===== src/rtl/sd_card_clkgen.sv =====
module sd_card_clkgen #(
  parameter int DIV_W = 8,
  parameter int REQ_W = 10
) (
  input  logic             clk_i,
  input  logic             rst_ni,
  input  logic [REQ_W-1:0] div_i,
  input  logic             ddr_i,
  input  logic             fast_bus_i,
  input  logic [1:0]       rx_sel_i,
  input  logic             ck_in_i,
  input  logic             fb_ck_i,
  output logic             card_ck_o,
  output logic             rise_o,
  output logic             fall_o,
  output logic             rx_ck_o
);
  localparam logic [DIV_W-1:0] NMAX = '1;

  logic [DIV_W-1:0] n_q, cnt_q, n_nx;
  logic ck_q, ddr_q, run_q, rise_q, fall_q;
  logic bypass, last;

  always_comb begin
    n_nx = (div_i > REQ_W'(NMAX)) ? NMAX : div_i[DIV_W-1:0];
    if (n_nx == '0 && ddr_i) n_nx = DIV_W'(1);
  end

  assign bypass = (n_q == '0);
  assign last   = (cnt_q == n_q - DIV_W'(1));

  always_ff @(posedge clk_i or negedge rst_ni) begin
    if (!rst_ni) begin
      n_q    <= '0;
      cnt_q  <= '0;
      ck_q   <= 1'b0;
      ddr_q  <= 1'b0;
      run_q  <= 1'b0;
      rise_q <= 1'b0;
      fall_q <= 1'b0;
    end else begin
      run_q  <= 1'b1;
      rise_q <= 1'b0;
      fall_q <= 1'b0;
      if (bypass) begin
        n_q   <= n_nx;
        ddr_q <= ddr_i;
        cnt_q <= '0;
        ck_q  <= 1'b0;
      end else if (last) begin
        cnt_q <= '0;
        ck_q  <= ~ck_q;
        if (ck_q) begin
          fall_q <= ddr_q;
          n_q    <= n_nx;
          ddr_q  <= ddr_i;
        end else begin
          rise_q <= 1'b1;
        end
      end else begin
        cnt_q <= cnt_q + DIV_W'(1);
      end
    end
  end

  assign card_ck_o = bypass ? (clk_i & run_q) : ck_q;
  assign rise_o    = bypass ? run_q : rise_q;
  assign fall_o    = fall_q;

  always_comb begin
    case (rx_sel_i)
      2'd1:    rx_ck_o = ck_in_i;
      2'd2:    rx_ck_o = fast_bus_i ? fb_ck_i : card_ck_o;
      default: rx_ck_o = card_ck_o;
    endcase
  end

  // the half-period counter never passes the divider
  a_r1_cnt_bound: assert property (@(posedge clk_i) disable iff (!rst_ni)
    !bypass |-> cnt_q < n_q);

  // DDR never coexists with the pass-through
  a_r3_ddr_divides: assert property (@(posedge clk_i) disable iff (!rst_ni)
    ddr_q |-> n_q != '0);

  // a divided-mode reload happens only on a falling card-clock edge
  a_r5_reload_on_fall: assert property (@(posedge clk_i) disable iff (!rst_ni)
    (!$stable(n_q) && $past(n_q) != '0) |-> $fell(ck_q));

  // rise strobe aligns with the card clock going high
  a_r6_rise_aligned: assert property (@(posedge clk_i) disable iff (!rst_ni)
    (!bypass && rise_q) |-> $rose(ck_q));

  // fall strobe aligns with the card clock going low
  a_r7_fall_aligned: assert property (@(posedge clk_i) disable iff (!rst_ni)
    fall_q |-> $fell(ck_q));

  // outputs quiet during reset
  a_r10_reset_quiet: assert property (@(posedge clk_i)
    !rst_ni |-> (!card_ck_o && !rise_o && !fall_o));
endmodule


===== config.mk =====
export PLATFORM = sky130hd
export DESIGN_NAME = sd_card_clkgen
export DESIGN_NICKNAME = d
export VERILOG_FILES = /design/src/rtl/sd_card_clkgen.sv
export SDC_FILE = /design/constraint.sdc
export NUM_CORES = 1
export LEC_CHECK = 0
export ABC_CLOCK_PERIOD_IN_PS = 2400
export BUFFER_PORTS_ARGS = -buffer_cell sky130_fd_sc_hd__buf_2
export CAP_MARGIN = 20
export CORE_UTILIZATION = 49
export DETAILED_ROUTE_END_ITERATION = 10
export PLACE_DENSITY = 0.81
export SKIP_LAST_GASP = 1
export SLEW_MARGIN = 20
export SYNTH_ARGS = -nofsm -noshare
export SYNTH_HDL_FRONTEND = slang
export SYNTH_SLANG_ARGS = --single-unit

===== constraint.sdc =====
create_clock -name clk_i -period 2.4 [get_ports clk_i]
set_input_delay 0.72 -clock clk_i [delete_from_list [all_inputs] [get_ports clk_i]]
set_output_delay 0.72 -clock clk_i [all_outputs]
set_load 0.02 [all_outputs]

==> flow_summary.yaml <==
outcome:
  status: "complete, but fails checks"
  violations: "setup timing"
clocking:
  insertion_delay_ps: 450
  clk_pin_slew_ps: 130
  cts_tree: "yes"
global_routing:
  grt_pass1_vias: 1088
  grt.total_usage_pct: 26.51
  grt_pass1_wl_um: 4636
  antenna_found_initial: 0
  grt_max_degree: 22
  grt_overflow: 0
timing:
  setup-violations-final: 3
  hold_violations: 0
  fin_skew_ps: 16.42
  max_clock_freq_mhz: 324.1
  setup_tns_ps: -1503
  drv_slew: 0
  layout_min_cycle_time_ps: 3086
  fin_crit_sh_pct: 128.6
  rsz0062_at_grt: "yes"
  hold_slack_ps: 201.8
  setup_slack_ps: -685.6
logic_synthesis:
  synth-seq-cells: 21
  yosysSeqAreaShare_pct: 42.47
  synth.distinct_cells: 33
  synthTopCellsByArea: "dfrtp_1 (42%), xor2_1 (7.8%), nor2_1 (5.8%)"
  synth.avg_cell_area_sq_um: 10.14
  synth_cells: 122
  synth_warnings: 0
  synthesis.nets: 144
  syn-cell-area_sq_mm: 0.001237
  synth_top_area_cell: "dfrtp_1"
  synth_top_area_share_pct: 42.47
final_layout:
  drive_gt1_share_pct: 37.50
  final_common_cell: "dfrtp_1"
  area_delta_synth_final_pct: 33.47
  final_nets: 190
  fin_area_sq_mm: 0.001652
  num_antenna_cells: 0
  final_util_pct: 71.90
  final_cells: 196
  mostFrequentLayoutCells: "dfrtp_1 (21), nor2_1 (19), buf_2 (18), buf_4 (16), xor2_1 (11)"
routing:
  wl_per_cell_um: 16.35
  firstDrtPassIters: 4
  drt_iter0_drc: 12
  antenna_left: 0
  drc: 0
  drt_wl_total_um: 3205
  via_per_inst: 5.474
  num_vias: 1073
power_and_ir_drop:
  p_per_area_mw_per_mm2: 565.2
  p_leak_nw: 0.7795
  power.total_uw: 933.4
  vdd_drop_max_mv: 0.5022
critical_path:
  crit_family: "simple AND/OR/NAND/NOR gates"
  path_buf_inv: 2
  critical_path.max_stage_delay_ps: 430
  cp_cell_sequence: "nor4_4 > and3_4 > nor2b_4 > a31o_4 > clkbuf_8 > o2bb2ai_2 > a221o_1 > buf_6"
  cpMaxStageDelayCell: "dfrtp_1"
  cp-start-kind: "flip-flop"
  cp_num_cells: 8
  crit_arrival_ps: 2370
  cp_data_required_time_ps: 1680
  r2r_slack_ps: 60
  reg2reg_depth: 9
  crit_path_end_kind: "output pin"
  path_max_fanout: 2
  worstSetupPathType: "reg2out"
run:
  drv_cap: 0
floorplan:
  fp.dieW_um: 52.26
  core_sq_mm: 0.002297
  start_util_pct: 53.87
  rows: 17
  io_pins: 22
  dieArea_sq_mm: 0.002731
  die_height_um: 52.26
place:
  place_ws_ps: -278.0
  gp_congestion: 0.8286
  place_area_sq_mm: 0.001478
  portBuffers: 21
  dp_hpwl_um: 2103
  dp_cells: 181
hold_path:
  hold_class: "in2async"
cells in the mapped netlist:
| library cell | instances |
|---|---|
| or2_2 | 1 |
| nor4_1 | 3 |
| nor3_1 | 4 |
| nor3b_1 | 1 |
| o2bb2ai_1 | 7 |
| buf_1 | 1 |
| a21oi_1 | 1 |
| inv_1 | 7 |
| conb_1 | 1 |
| and3_1 | 3 |
| xor2_1 | 11 |
| a31o_2 | 1 |
| nand3b_1 | 2 |
| nand3_1 | 7 |
| mux2_2 | 2 |
| a21o_2 | 1 |
| nor2b_1 | 1 |
| xnor2_1 | 7 |
| nor4b_4 | 1 |
| mux2i_1 | 2 |
| o21ai_0 | 1 |
| dfrtp_1 | 21 |
| nand2_1 | 5 |
| o211ai_1 | 1 |
| nor4_4 | 1 |
| ha_1 | 4 |
| buf_4 | 1 |
| mux2_4 | 1 |
| nor2_1 | 19 |
| nor2_2 | 1 |
| a31oi_4 | 1 |
| a41oi_1 | 1 |
| a221o_1 | 1 |
worst reg2reg max path, stage by stage, from the launching register on:
cell	delay, ps
dfrtp_1	400
inv_1	80
ha_2	210
buf_4	130
xor2_1	230
a21oi_1	100
a41oi_1	290
nor4_4	80
a31oi_4	370
mux2_4	330
power breakdown:
| group | switching [mW] | internal, mW |
|---|---|---|
| Combinational | 0.106 | 0.102 |
| Sequential | 0.0604 | 0.399 |
| Clock | 0.157 | 0.110 |
| Total | 0.323 | 0.611 |
layer usage:
metal	up-vias	part of all wire (%)	global-route usage (%)	wire length, um
li1	516	-	-	-
met1	527	40	26.53	1288
met2	24	53	43.80	1708
met3	6	4.3	9.855	137
met4	0	2.2	21.05	71
met5	-	0	0	0
final timing paths:
path	startpoint	endpoint
worst max-delay path	n_q[2]	rx_ck_o
worst min-delay path	rst_ni	n_q[2]
worst max register to register	n_q[0]	ddr_q
worst min register to register	ddr_q	ddr_q
max in group asynchronous	rst_ni	n_q[5]
min in group clk_i	ddr_i	ddr_q
sequential cells by signal, summed over array words and instances (netlist names):
register and count:
cnt_q 8, n_q 8, ck_q 1, ddr_q 1
fall_o 1, rise_q 1, run_q 1
area by class of cell:
type	count	area, sq um
Multi-Input combinational cell	92	723.2
Fill cell	161	645.6
Sequential cell	21	525.5
Timing Repair Buffer	36	236.5
Clock buffer	10	92.59
Tap cell	28	35.03
Inverter	7	26.28
Clock inverter	2	12.51
logic make-up after synthesis:
group,after synthesis,synth area share [%]
XOR/XNOR,18,12.74
flip-flops,21,42.47
AO/OA/AOI/OAI,15,11.02
buffers and inverters,9,3.034
other,1,0.3030
multiplexers,5,4.651
adder cells (fa/ha/maj),4,4.045
AND/OR/NAND/NOR,49,21.74
timing repair:
action,in CTS,in global routing
setup buffers,4,4
pin swaps,4,2
gates resized for setup,6,10
hold buffers,0,0
endpoints found under the setup margin,3,4
Note: power is estimated with default switching activity, not from simulation.
